### src/rtl/actled_pkg.sv
package actled_pkg;

  localparam int LED_W     = 3;
  localparam int LED_LSB   = 5;
  localparam int BYTE_W    = 8;

  localparam logic [LED_W-1:0] LED_LIT  = 3'b000;
  localparam logic [LED_W-1:0] LED_DARK = 3'b001;

  // Byte slot of a port inside the shared frame.
  function automatic int byte_slot(input int ctrl, input int ch,
                                   input int ch_per_ctrl, input int num_bytes);
    return num_bytes - 1 - ch_per_ctrl * (ctrl % 2) - ch;
  endfunction

  // Saturating increment used by the lit-run counter.
  function automatic int sat_inc(input int value, input int limit);
    return (value >= limit) ? limit : value + 1;
  endfunction

endpackage

### src/rtl/actled_port.sv
module actled_port
  import actled_pkg::*;
#(
  parameter int ON_LIMIT  = 10,
  parameter int OFF_TICKS = 5
) (
  input  logic             clk,
  input  logic             rst_n,
  input  logic             tick_i,
  input  logic             issue_i,
  input  logic             stop_i,
  output logic [LED_W-1:0] field_o,
  output logic             changed_o
);

  localparam int RUN_W   = $clog2(ON_LIMIT + 1);
  localparam int FORCE_W = $clog2(OFF_TICKS + 1);

  logic               act_q;
  logic               last_lit_q;
  logic [FORCE_W-1:0] force_q;
  logic [RUN_W-1:0]   run_q;
  logic [LED_W-1:0]   field_q;

  // Named internal events.
  logic             act_eff;
  logic             eval_w;
  logic             hold_w;
  logic             follow_w;
  logic             blink_w;
  logic [LED_W-1:0] field_nx;
  logic [RUN_W-1:0] run_nx;

  assign act_eff  = act_q | issue_i;
  assign eval_w   = tick_i & ~stop_i;
  assign hold_w   = eval_w & (force_q != '0);
  assign follow_w = eval_w & (force_q == '0) & (act_eff != last_lit_q);
  assign blink_w  = eval_w & (force_q == '0) & ~follow_w & act_eff & last_lit_q
                    & (run_q >= RUN_W'(ON_LIMIT));

  always_comb begin
    field_nx = field_q;
    if (follow_w)      field_nx = act_eff ? LED_LIT : LED_DARK;
    else if (blink_w)  field_nx = LED_DARK;
  end

  always_comb begin
    if (field_nx == LED_LIT) run_nx = RUN_W'(sat_inc(int'(run_q), ON_LIMIT));
    else                     run_nx = '0;
  end

  always_ff @(posedge clk or negedge rst_n) begin
    if (!rst_n) begin
      act_q      <= 1'b0;
      last_lit_q <= 1'b0;
      force_q    <= '0;
      run_q      <= '0;
      field_q    <= LED_DARK;
    end else if (stop_i) begin
      field_q <= '0;
      act_q   <= act_eff;
    end else if (tick_i) begin
      act_q   <= 1'b0;
      field_q <= field_nx;
      run_q   <= run_nx;
      if (hold_w)         force_q <= force_q - 1'b1;
      else if (blink_w)   force_q <= FORCE_W'(OFF_TICKS);
      if (follow_w)       last_lit_q <= act_eff;
      else if (blink_w)   last_lit_q <= 1'b0;
    end else begin
      act_q <= act_eff;
    end
  end

  assign field_o   = field_q;
  assign changed_o = follow_w | blink_w;

  p_act_clear_r2: assert property (@(posedge clk) disable iff (!rst_n)
    eval_w |=> !act_q);

  p_hold_keeps_r3: assert property (@(posedge clk) disable iff (!rst_n)
    hold_w |=> (field_q == $past(field_q)) && (force_q == FORCE_W'($past(force_q) - 1'b1)));

  p_follow_r4: assert property (@(posedge clk) disable iff (!rst_n)
    follow_w |=> field_q == ($past(act_eff) ? LED_LIT : LED_DARK));

  p_blink_load_r5: assert property (@(posedge clk) disable iff (!rst_n)
    blink_w |=> (force_q == FORCE_W'(OFF_TICKS)) && (field_q == LED_DARK));

  p_run_clear_r6: assert property (@(posedge clk) disable iff (!rst_n)
    eval_w |=> (field_q == LED_LIT) || (run_q == '0));

  p_stop_zero_r8: assert property (@(posedge clk) disable iff (!rst_n)
    stop_i |=> field_q == '0);

endmodule

### src/rtl/actled_frame.sv
module actled_frame
  import actled_pkg::*;
#(
  parameter int NUM_CTRL    = 2,
  parameter int CH_PER_CTRL = 2
) (
  input  logic [NUM_CTRL*CH_PER_CTRL*LED_W-1:0]  fields_i,
  output logic [NUM_CTRL*CH_PER_CTRL*BYTE_W-1:0] frame_o
);

  localparam int NUM_PORTS = NUM_CTRL * CH_PER_CTRL;

  for (genvar c = 0; c < NUM_CTRL; c++) begin : g_ctrl
    for (genvar h = 0; h < CH_PER_CTRL; h++) begin : g_ch
      localparam int PORT = c * CH_PER_CTRL + h;
      localparam int SLOT = byte_slot(c, h, CH_PER_CTRL, NUM_PORTS);
      assign frame_o[SLOT*BYTE_W +: BYTE_W] =
        {fields_i[PORT*LED_W +: LED_W], {LED_LSB{1'b0}}};
    end
  end

endmodule

### src/rtl/actled_upd.sv
module actled_upd #(
  parameter int NUM_PORTS = 4
) (
  input  logic                 clk,
  input  logic                 rst_n,
  input  logic [NUM_PORTS-1:0] changed_i,
  input  logic [NUM_PORTS-1:0] stop_i,
  input  logic                 ack_i,
  output logic                 req_o
);

  logic set_w;
  logic req_q;

  assign set_w = (|changed_i) | (|stop_i);

  always_ff @(posedge clk or negedge rst_n) begin
    if (!rst_n) req_q <= 1'b0;
    else        req_q <= set_w | (req_q & ~ack_i);
  end

  assign req_o = req_q;

  p_change_raises_r4: assert property (@(posedge clk) disable iff (!rst_n)
    (|changed_i) |=> req_q);

  p_hold_until_ack_r9: assert property (@(posedge clk) disable iff (!rst_n)
    (req_q && !ack_i) |=> req_q);

  p_quiet_r10: assert property (@(posedge clk) disable iff (!rst_n)
    (!req_q && !set_w) |=> !req_q);

endmodule

### src/rtl/actled_engine.sv
module actled_engine
  import actled_pkg::*;
#(
  parameter int NUM_CTRL    = 2,
  parameter int CH_PER_CTRL = 2,
  parameter int ON_LIMIT    = 10,
  parameter int OFF_TICKS   = 5
) (
  input  logic        clk,
  input  logic        rst_n,
  input  logic        tick,
  input  logic [3:0]  issue,
  input  logic [3:0]  port_stop,
  input  logic        send_ack,
  output logic [31:0] frame,
  output logic        update_req
);

  localparam int NUM_PORTS = NUM_CTRL * CH_PER_CTRL;

  logic [NUM_PORTS*LED_W-1:0] fields_w;
  logic [NUM_PORTS-1:0]       changed_w;

  for (genvar p = 0; p < NUM_PORTS; p++) begin : g_port
    actled_port #(
      .ON_LIMIT (ON_LIMIT),
      .OFF_TICKS(OFF_TICKS)
    ) u_port (
      .clk      (clk),
      .rst_n    (rst_n),
      .tick_i   (tick),
      .issue_i  (issue[p]),
      .stop_i   (port_stop[p]),
      .field_o  (fields_w[p*LED_W +: LED_W]),
      .changed_o(changed_w[p])
    );
  end

  actled_frame #(
    .NUM_CTRL   (NUM_CTRL),
    .CH_PER_CTRL(CH_PER_CTRL)
  ) u_frame (
    .fields_i(fields_w),
    .frame_o (frame)
  );

  actled_upd #(
    .NUM_PORTS(NUM_PORTS)
  ) u_upd (
    .clk      (clk),
    .rst_n    (rst_n),
    .changed_i(changed_w),
    .stop_i   (port_stop),
    .ack_i    (send_ack),
    .req_o    (update_req)
  );

  p_stop_flags_r8: assert property (@(posedge clk) disable iff (!rst_n)
    (|port_stop) |=> update_req);

  p_low_bits_r1: assert property (@(posedge clk) disable iff (!rst_n)
    1'b1 |-> ((frame & 32'h1F1F_1F1F) == 32'h0));

endmodule

### config.mk
export PLATFORM = sky130hd
export DESIGN_NAME = actled_engine
export DESIGN_NICKNAME = d
export VERILOG_FILES = /design/src/rtl/actled_pkg.sv /design/src/rtl/actled_port.sv /design/src/rtl/actled_frame.sv /design/src/rtl/actled_upd.sv /design/src/rtl/actled_engine.sv
export SDC_FILE = /design/constraint.sdc
export NUM_CORES = 1
export LEC_CHECK = 0
export ABC_CLOCK_PERIOD_IN_PS = 2500
export CORE_ASPECT_RATIO = 1.2
export CORE_MARGIN = 3
export CORE_UTILIZATION = 70
export CTS_BUF_LIST = sky130_fd_sc_hd__clkbuf_8
export DETAILED_ROUTE_END_ITERATION = 16
export DONT_BUFFER_PORTS = 1
export PLACE_DENSITY = 0.86
export SETUP_SLACK_MARGIN = 0.05
export SYNTH_ARGS = -nofsm -noshare
export SYNTH_HDL_FRONTEND = slang
export SYNTH_HIERARCHICAL = 1
export SYNTH_SLANG_ARGS = --single-unit
### constraint.sdc
create_clock -name clk -period 2.5 [get_ports clk]
set_input_delay 0.125 -clock clk [delete_from_list [all_inputs] [get_ports clk]]
set_output_delay 0.125 -clock clk [all_outputs]
set_load 0.05 [all_outputs]
==> metrics.md, run 1 <==
| Metric | Value |
|---|---|
| Worst Setup Start Kind | register |
| Slowest CP cell | a2111oi_2 |
| Yosys top cell by area | dfrtp_1 |
| Top post-synthesis cells by area | dfrtp_1 37%, buf_4 8.8%, ha_1 6.5% |
| Residual DRC | 0 |
| I/O pins | 45 |
| Reg clk slew, reported paths | around 0.10 ns |
| Register area | between 1000 and 1500 um^2 |
| Mapped Avg Cell Area | approximately 10 um^2 |
| Worst hold stages | 2 |
| Initial core utilization | 75.4% |
| Max_slew headroom | between 60 and 70% |
| Cells after Synth | between 300 and 400 |
| Min cycle time layout | just under 2 ns |
| CTS sink count | between 40 and 50 |
| Initial antenna violation count | 0 |
| Outcome | complete, no violations |
| First-pass GRT wire length | 10,500 um |
| RSZ-0062 raised after global routing | false |
| Synth unique cells | 35 |
| Post-CTS Setup Inserts | 0 |
| Average wire per standard cell | ~17 um |
| Finished Core Util | between 70% and 80% |
| Slew @ Worst Pin | between 0.5 and 0.6 ns |
| Top post-synthesis cells by count | 45 x dfrtp_1, 36 x buf_4, 28 x inv_1 |
| Yosys warnings | 6 |
| TritonCTS Buffers | 5 |
| Initial DRC count | roughly 180 |
| Register area share after synthesis | 40.1% |
| Ys async rst share | between 90% and 100% |
| Number of port buffers | 0 |
| CTS tree | yes |
| HP Class | in -> reg |
| Cell Area, Synth | a little over 3000 um^2 |
| CTS root buf | clkbuf_8 |
| Footprint of the multi-input gates | roughly 1500 um^2 |
| Worst Setup End Kind | register |
| PD cells | 952 nW/um^2 |
| Post-DRT Antenna Nets | 0 |
| Share of cells above drive strength 1 | between 10% and 20% |
| Critical path class | reg -> reg |
| H-tree Lvls | 2 |
| Grt total ovfl | 0 |
| MaxCap Viol Count | 0 |
| Primary FF master, synth | dfrtp_1 |
| Drt pass-1 iters | 5 |
| Post_cts resized | 0 |
| CP peak stage delay | about 0.44 ns |
| Post-synth EDFFs | 0 |
| Worst skew pair latency | between 0.3 and 0.4 ns |
| Largest delay share family, worst path | compound AO/OA/AOI/OAI gates |
| NumNets Final | between 300 and 400 |
| Worst path required time | between 2 and 3 ns |
| Area of the die | between 5000 and 6000 um^2 |
| Fill cell count | ~290 |
| Cell breakdown of the critical path | inv_1 > ha_1 > nand4bb_1 > o21bai_1 > a2111oi_2 > a311oi_2 |
| RePlAce Congestion | slightly above 0.8 |
| P&R area growth vs syn | 1.92% |
| VDD IR max | around 0.54 mV |
| Largest fanout on the critical path | 8 |
| Final Hold Fails | 0 |
| Number of stages on the worst setup path | 6 |
| Core footprint | between 4000 and 5000 um^2 |
| Final Max Tran Viols | 0 |
| Crit path DAT | 2.17 ns |
| Via/cell ratio | approximately 6.3 |
| Final HPWL DP | 4300 um |
| Overall routing resource usage | 25.7% |
| Row count | 25 |
| # hold bufs at CTS | 6 |
| Crit path buf inv count | 1 |
| Endpoints failing setup | 0 |
| Die height | about 79 um |
| Vias in the first global route | between 2,000 and 2,500 |
| Post-synthesis register bit count | 49 |
| Top-count cell post-synth | dfrtp_1 |
| Layout Skew | roughly 0.014 ns |
| Post-route clock period utilization | 79.6% |
| Worst Reg2Reg Path Length in Cells | 6 |
| Fmax | ~500 MHz |
| DR vias | about 2,300 |
| Ant diodes | 0 |
| Fin Setup TNS | 0 ns |
| CTS Buffer Depth | 2 |
| Leak | roughly 1.4 nW |
| Synth top area share | a little under two fifths |
| Die W | around 66 um |
| Final WL | 6210 um |
| Largest net degree at the start of global routing | 50 |
-- logic make-up (layout without fill, tap and decap cells) --
logic type      after synthesis  in the layout  share of synthesized area (%)
flops                        49             49                           40.1
mux                           4              4                           1.47
compound gates               84             84                           22.8
buf+inv                      68             48                           12.9
other cells                   1             20                          0.122
simple gates                 92             92                           16.0
fa+ha+maj                    16             16                           6.53
-- layout make-up --
class | count | share of cell area, %
Tap cell | 54 | 2.16
Clock inverter | 3 | 0.600
Clock buffer | 5 | 2.20
Timing Repair Buffer | 12 | 3.92
Multi-Input combinational cell | 216 | 48.4
Inverter | 28 | 3.36
Sequential cell | 49 | 39.4
-- path summary, 6_finish.rpt --
check / start / to / slack [ns]
max: g_port[1].u_port/force_q[0]$_DFFE_PN0P_ / g_port[1].u_port/run_q[1]$_DFFE_PN0P_ / 0.51
min: port_stop[0] / g_port[0].u_port/field_o[2]$_DFFE_PN0P_ / 0.02
max reg2reg: g_port[1].u_port/force_q[0]$_DFFE_PN0P_ / g_port[1].u_port/run_q[1]$_DFFE_PN0P_ / 0.51
min reg2reg: g_port[0].u_port/force_q[0]$_DFFE_PN0P_ / g_port[0].u_port/force_q[0]$_DFFE_PN0P_ / 0.50
max in group asynchronous: rst_n / g_port[0].u_port/field_o[0]$_DFFE_PN1P_ / 1.89
min in group asynchronous: rst_n / g_port[3].u_port/field_o[2]$_DFFE_PN0P_ / 0.31
-- cells in the final DEF (no fill, tap or decap), types with 6 or more instances in the layout --
| master | synthesis | layout |
|---|---|---|
| buf_4 | 36 | 6 |
| o31ai_2 | 8 | 8 |
| nand2_1 | 20 | 20 |
| o31ai_1 | 8 | 8 |
| conb_1 | 1 | 20 |
| o21ai_0 | 12 | 12 |
| nor2_1 | 24 | 24 |
| nor3_1 | 12 | 12 |
| inv_1 | 28 | 29 |
| and2_1 | 8 | 8 |
| dfrtp_1 | 45 | 45 |
| ha_1 | 16 | 16 |
| a21oi_1 | 8 | 8 |
-- sequential cells by signal, summed over array words and instances (netlist names) --
name and flops:
g_port.u_port/last_lit_q 4, u_upd/req_o 1, g_port.u_port/run_q 16, g_port.u_port/act_q 4, g_port.u_port/field_o 12, g_port.u_port/force_q 12
-- per-layer routing --
layer  wire (um)  share of wire [%]  vias to the layer above  GRT usage [%]
met4          76                1.2                        0           8.74
met2        3200                 52                       76           44.1
met3         410                6.6                       10           6.15
met5           0                  0                        -              0
met1        2510                 41                     1148           31.2
li1            -                  -                     1085              -
-- where the power goes --
group,switching (W),total [W],leakage [nW],internal [W]
clock,0.000275,0.000469,0.0416,0.000194
sequential,0.000299,0.00133,0.601,0.00103
combinational,0.000663,0.00117,0.719,0.000509
-- stage by stage --
| step | hold WS [ns] | total power, W | worst slack [ns] | instance area (um^2) | instances |
|---|---|---|---|---|---|
| 2_1_floorplan | -0.171 | 0.00226 | 0.880 | 3140 | 333 |
| 3_3_place_gp | -0.169 | 0.00238 | 0.616 | 2960 | 353 |
| 3_5_place_dp | -0.170 | 0.00247 | 0.549 | 2960 | 353 |
| 4_1_cts | 0.0133 | 0.00297 | 0.532 | 3130 | 367 |
| 5_1_grt | 0.0175 | 0.00321 | 0.352 | 3130 | 367 |
| 6_report | 0.0245 | 0.00297 | 0.510 | 3130 | 367 |
No activity file was read; power rests on OpenSTA's default activity.
==> run 2: changes to the inputs <==
--- a/config.mk
+++ b/config.mk
@@ -5,14 +5,14 @@
 export SDC_FILE = /design/constraint.sdc
 export NUM_CORES = 1
 export LEC_CHECK = 0
-export ABC_CLOCK_PERIOD_IN_PS = 2500
+export ABC_CLOCK_PERIOD_IN_PS = 1600
 export CORE_ASPECT_RATIO = 1.2
 export CORE_MARGIN = 3
-export CORE_UTILIZATION = 70
+export CORE_UTILIZATION = 60
 export CTS_BUF_LIST = sky130_fd_sc_hd__clkbuf_8
 export DETAILED_ROUTE_END_ITERATION = 16
 export DONT_BUFFER_PORTS = 1
-export PLACE_DENSITY = 0.86
+export PLACE_DENSITY = 0.79
 export SETUP_SLACK_MARGIN = 0.05
 export SYNTH_ARGS = -nofsm -noshare
 export SYNTH_HDL_FRONTEND = slang
==> constraint.sdc (replaced) <==
create_clock -name clk -period 1.6 [get_ports clk]
set_input_delay 0.08 -clock clk [delete_from_list [all_inputs] [get_ports clk]]
set_output_delay 0.08 -clock clk [all_outputs]
set_load 0.05 [all_outputs]
==> metrics.md, run 2 (synthesized netlist as in run 1, its figures left out) <==
| Metric | Value |
|---|---|
| Post-DRT Antenna Nets | 0 (unchanged) |
| Share of cells above drive strength 1 | 50.1% (+36 points) |
| Max_slew headroom | 50.9% (-13 points) |
| Largest fanout on the critical path | 4 (-4) |
| Crit path capture | g_port[3].u_port/run_q[1]$_DFFE_PN0P_ |
| Switching share of power | 43.6% (+2.0 points) |
| Sequential power share | 26.8% (-18 points) |
| Worst Setup Start Kind | register |
| Min cycle time layout | 1.81 ns (-0.185 ns) |
| RSZ-0062 raised after global routing | true |
| Most frequent cells in the layout | 91 x buf_4, 44 x dfrtp_1, 20 x nand2_1, 20 x conb_1, 19 x nor2_1 |
| Area of the die | 6010 um^2 (+15%) |
| Critical path class | reg -> reg |
| P&R area growth vs syn | 48.6% |
| Crit Reg-Reg Endpoint | g_port[3].u_port/run_q[1]$_DFFE_PN0P_ |
| Hold slack | 0.0388 ns (+0.0143 ns) |
| Row count | 27 (+8.0%) |
| CTS Buffer Depth | 2 (unchanged) |
| CTS root buf | clkbuf_8 |
| Average wire per standard cell | 26.4 um (+56%) |
| Outcome | complete, but fails checks |
| Drt pass-1 iters | 5 (unchanged) |
| Final WL | 12,400 um (+100%) |
| Leak | 1.92 nW (+41%) |
| CTS tree | yes |
| Max FFs per register | 16 (unchanged) |
| Sw power | 0.00337 W (+170%) |
| Comb pwr share | 63.1% (+24 points) |
| I/O pins | 45 (unchanged) |
| Critical Path Source | g_port[3].u_port/force_q[1]$_DFFE_PN0P_ |
| Clock power share | 10.1% (-5.7 points) |
| Final Max Tran Viols | 0 (unchanged) |
| Via/cell ratio | 6.87 (+8.7%) |
| Worst path required time | 1.81 ns (-0.87 ns) |
| RR Startpoint | g_port[3].u_port/force_q[1]$_DFFE_PN0P_ |
| Failing checks | negative setup slack |
| Number of port buffers | 0 (unchanged) |
| Worst skew pair latency | 0.31 ns (about the same) |
| VDD IR max | 1.31 mV (+140%) |
| Reg clk slew, reported paths | 0.10 ns (about the same) |
| Worst Setup End Kind | register |
| Grt total ovfl | 0 (unchanged) |
| Residual DRC | 0 (unchanged) |
| Crit path DAT | 2.02 ns (-0.15 ns) |
| Post-route clock period utilization | 113% (+33 points) |
| Die height | 84.3 um (+7.4%) |
| CTS sink count | 49 (unchanged) |
| Reg2reg setup slack | -0.21 ns (-0.72 ns) |
| Initial DRC count | 358 (+100%) |
| Final HPWL DP | 5080 um (+18%) |
| Layout Skew | 0.0130 ns (-0.00108 ns) |
| NumNets Final | 441 (+30%) |
| Final Hold Fails | 0 (unchanged) |
| Die W | 71.3 um (+7.3%) |
| HP Class | in -> reg |
| Ant diodes | 0 (unchanged) |
| Finished Core Util | 95.7% (+19 points) |
| Core footprint | 4760 um^2 (+17%) |
| Largest net degree at the start of global routing | 50 (unchanged) |
| Overall routing resource usage | 29.9% (+4.1 points) |
| RePlAce Congestion | 0.825 (+1.2%) |
| Worst Reg2Reg Path Length in Cells | 7 (+1) |
| Most common cell after layout, fill and taps aside | buf_4 |
| TritonCTS Buffers | 5 (unchanged) |
| Setup ws final | -0.205 ns (-0.715 ns) |
| Slew @ Worst Pin | 0.731 ns (+0.188 ns) |
| Initial core utilization | 64.4% (-11 points) |
| First-pass GRT wire length | 14,300 um (+36%) |
| Endpoints failing setup | 34 (+34) |
| H-tree Lvls | 2 (unchanged) |
| Top reg by flops | g_port.u_port/run_q |
| Fmax | 554 MHz (+10%) |
| Internal power | 0.00435 W (+150%) |
| MaxCap Viol Count | 0 (unchanged) |
| DR vias | 3,236 (+40%) |
| PD cells | 1690 nW/um^2 (+78%) |
| Vias in the first global route | 2,995 (+28%) |
| Initial antenna violation count | 0 (unchanged) |
-- run 2: changes by cell type in the layout (fill, tap and decap cells not counted), sizes merged --
| cell | before | now |
|---|---|---|
| clkinvlp | 2 | 0 |
| dlygate4sd3 | 5 | 8 |
| clkbuf | 5 | 6 |
| buf | 7 | 105 |
-- run 2: timing repair --
action                                  4_1_cts  5_1_grt
pin swaps                                    21       47
setup buffers                                 7       25
endpoints found under the hold margin        64        2
endpoints found under the setup margin       35       38
hold buffers                                  8        1
resized for setup                            48       52
-- run 2: worst min-delay path by stage --
stage,slack [ns],startpoint,cells after the start,end
6_report,0.04,port_stop[2],2,g_port[2].u_port/act_q$_DFF_PN0_
5_1_grt,0.07,port_stop[2],2,g_port[2].u_port/act_q$_DFF_PN0_
4_1_cts,0.006,tick,3,g_port[3].u_port/run_q[3]$_DFFE_PN0P_
3_5_place_dp,-0.21,rst_n,0,g_port[1].u_port/run_q[1]$_DFFE_PN0P_
3_3_place_gp,-0.21,rst_n,0,g_port[1].u_port/run_q[1]$_DFFE_PN0P_
2_1_floorplan,-0.22,rst_n,0,g_port[0].u_port/act_q$_DFF_PN0_
-- run 2: layer usage --
layer  share of wire, %  wire, um  GRT usage [%]  up-vias
met5                  0         0              0        -
met4                8.8      1090           16.8        0
met3                8.5      1050           6.35      113
met2                 49      6100           52.6      278
met1                 34      4180           32.7     1565
li1                   -         -              -     1280
-- run 2: power groups by stage --
stage          Combinational, W  Clock (W)  Sequential [W]
2_1_floorplan           0.00174          0         0.00201
3_3_place_gp            0.00281          0         0.00191
3_5_place_dp            0.00293          0         0.00194
4_1_cts                 0.00362   0.000752         0.00195
5_1_grt                 0.00508   0.000818         0.00209
6_report                0.00486   0.000781         0.00207
-- run 2: worst max-delay path, stage by stage, from the launching register on --
cell,delay (ns)
dfrtp_1,0.43
inv_2,0.09
ha_4,0.15
nand4bb_4,0.15
buf_6,0.17
o31ai_4,0.33
a2111oi_4,0.07
a311oi_2,0.31
-- run 2: area by class of cell --
cell class	instances	area, um^2
well taps	58	72.6
repair buffers	113	937
fillers	101	206
flip-flops and latches	49	1230
inverters	28	105
clock buffers	6	82.6
multi-input cells	216	2120
clock inverters	1	3.75
-- run 2: per-stage QoR --
stage,instances,TNS [ns],cell area [um^2],worst slack (ns),power (W)
3_5_place_dp,423,-3.10,3600,-0.204,0.00488
2_1_floorplan,333,-0.0269,3280,-0.00501,0.00374
5_1_grt,471,-4.99,4560,-0.251,0.00799
4_1_cts,445,-0.00910,4120,-0.00910,0.00632
6_report,471,-2.93,4560,-0.205,0.00771
3_3_place_gp,423,-1.46,3600,-0.197,0.00472
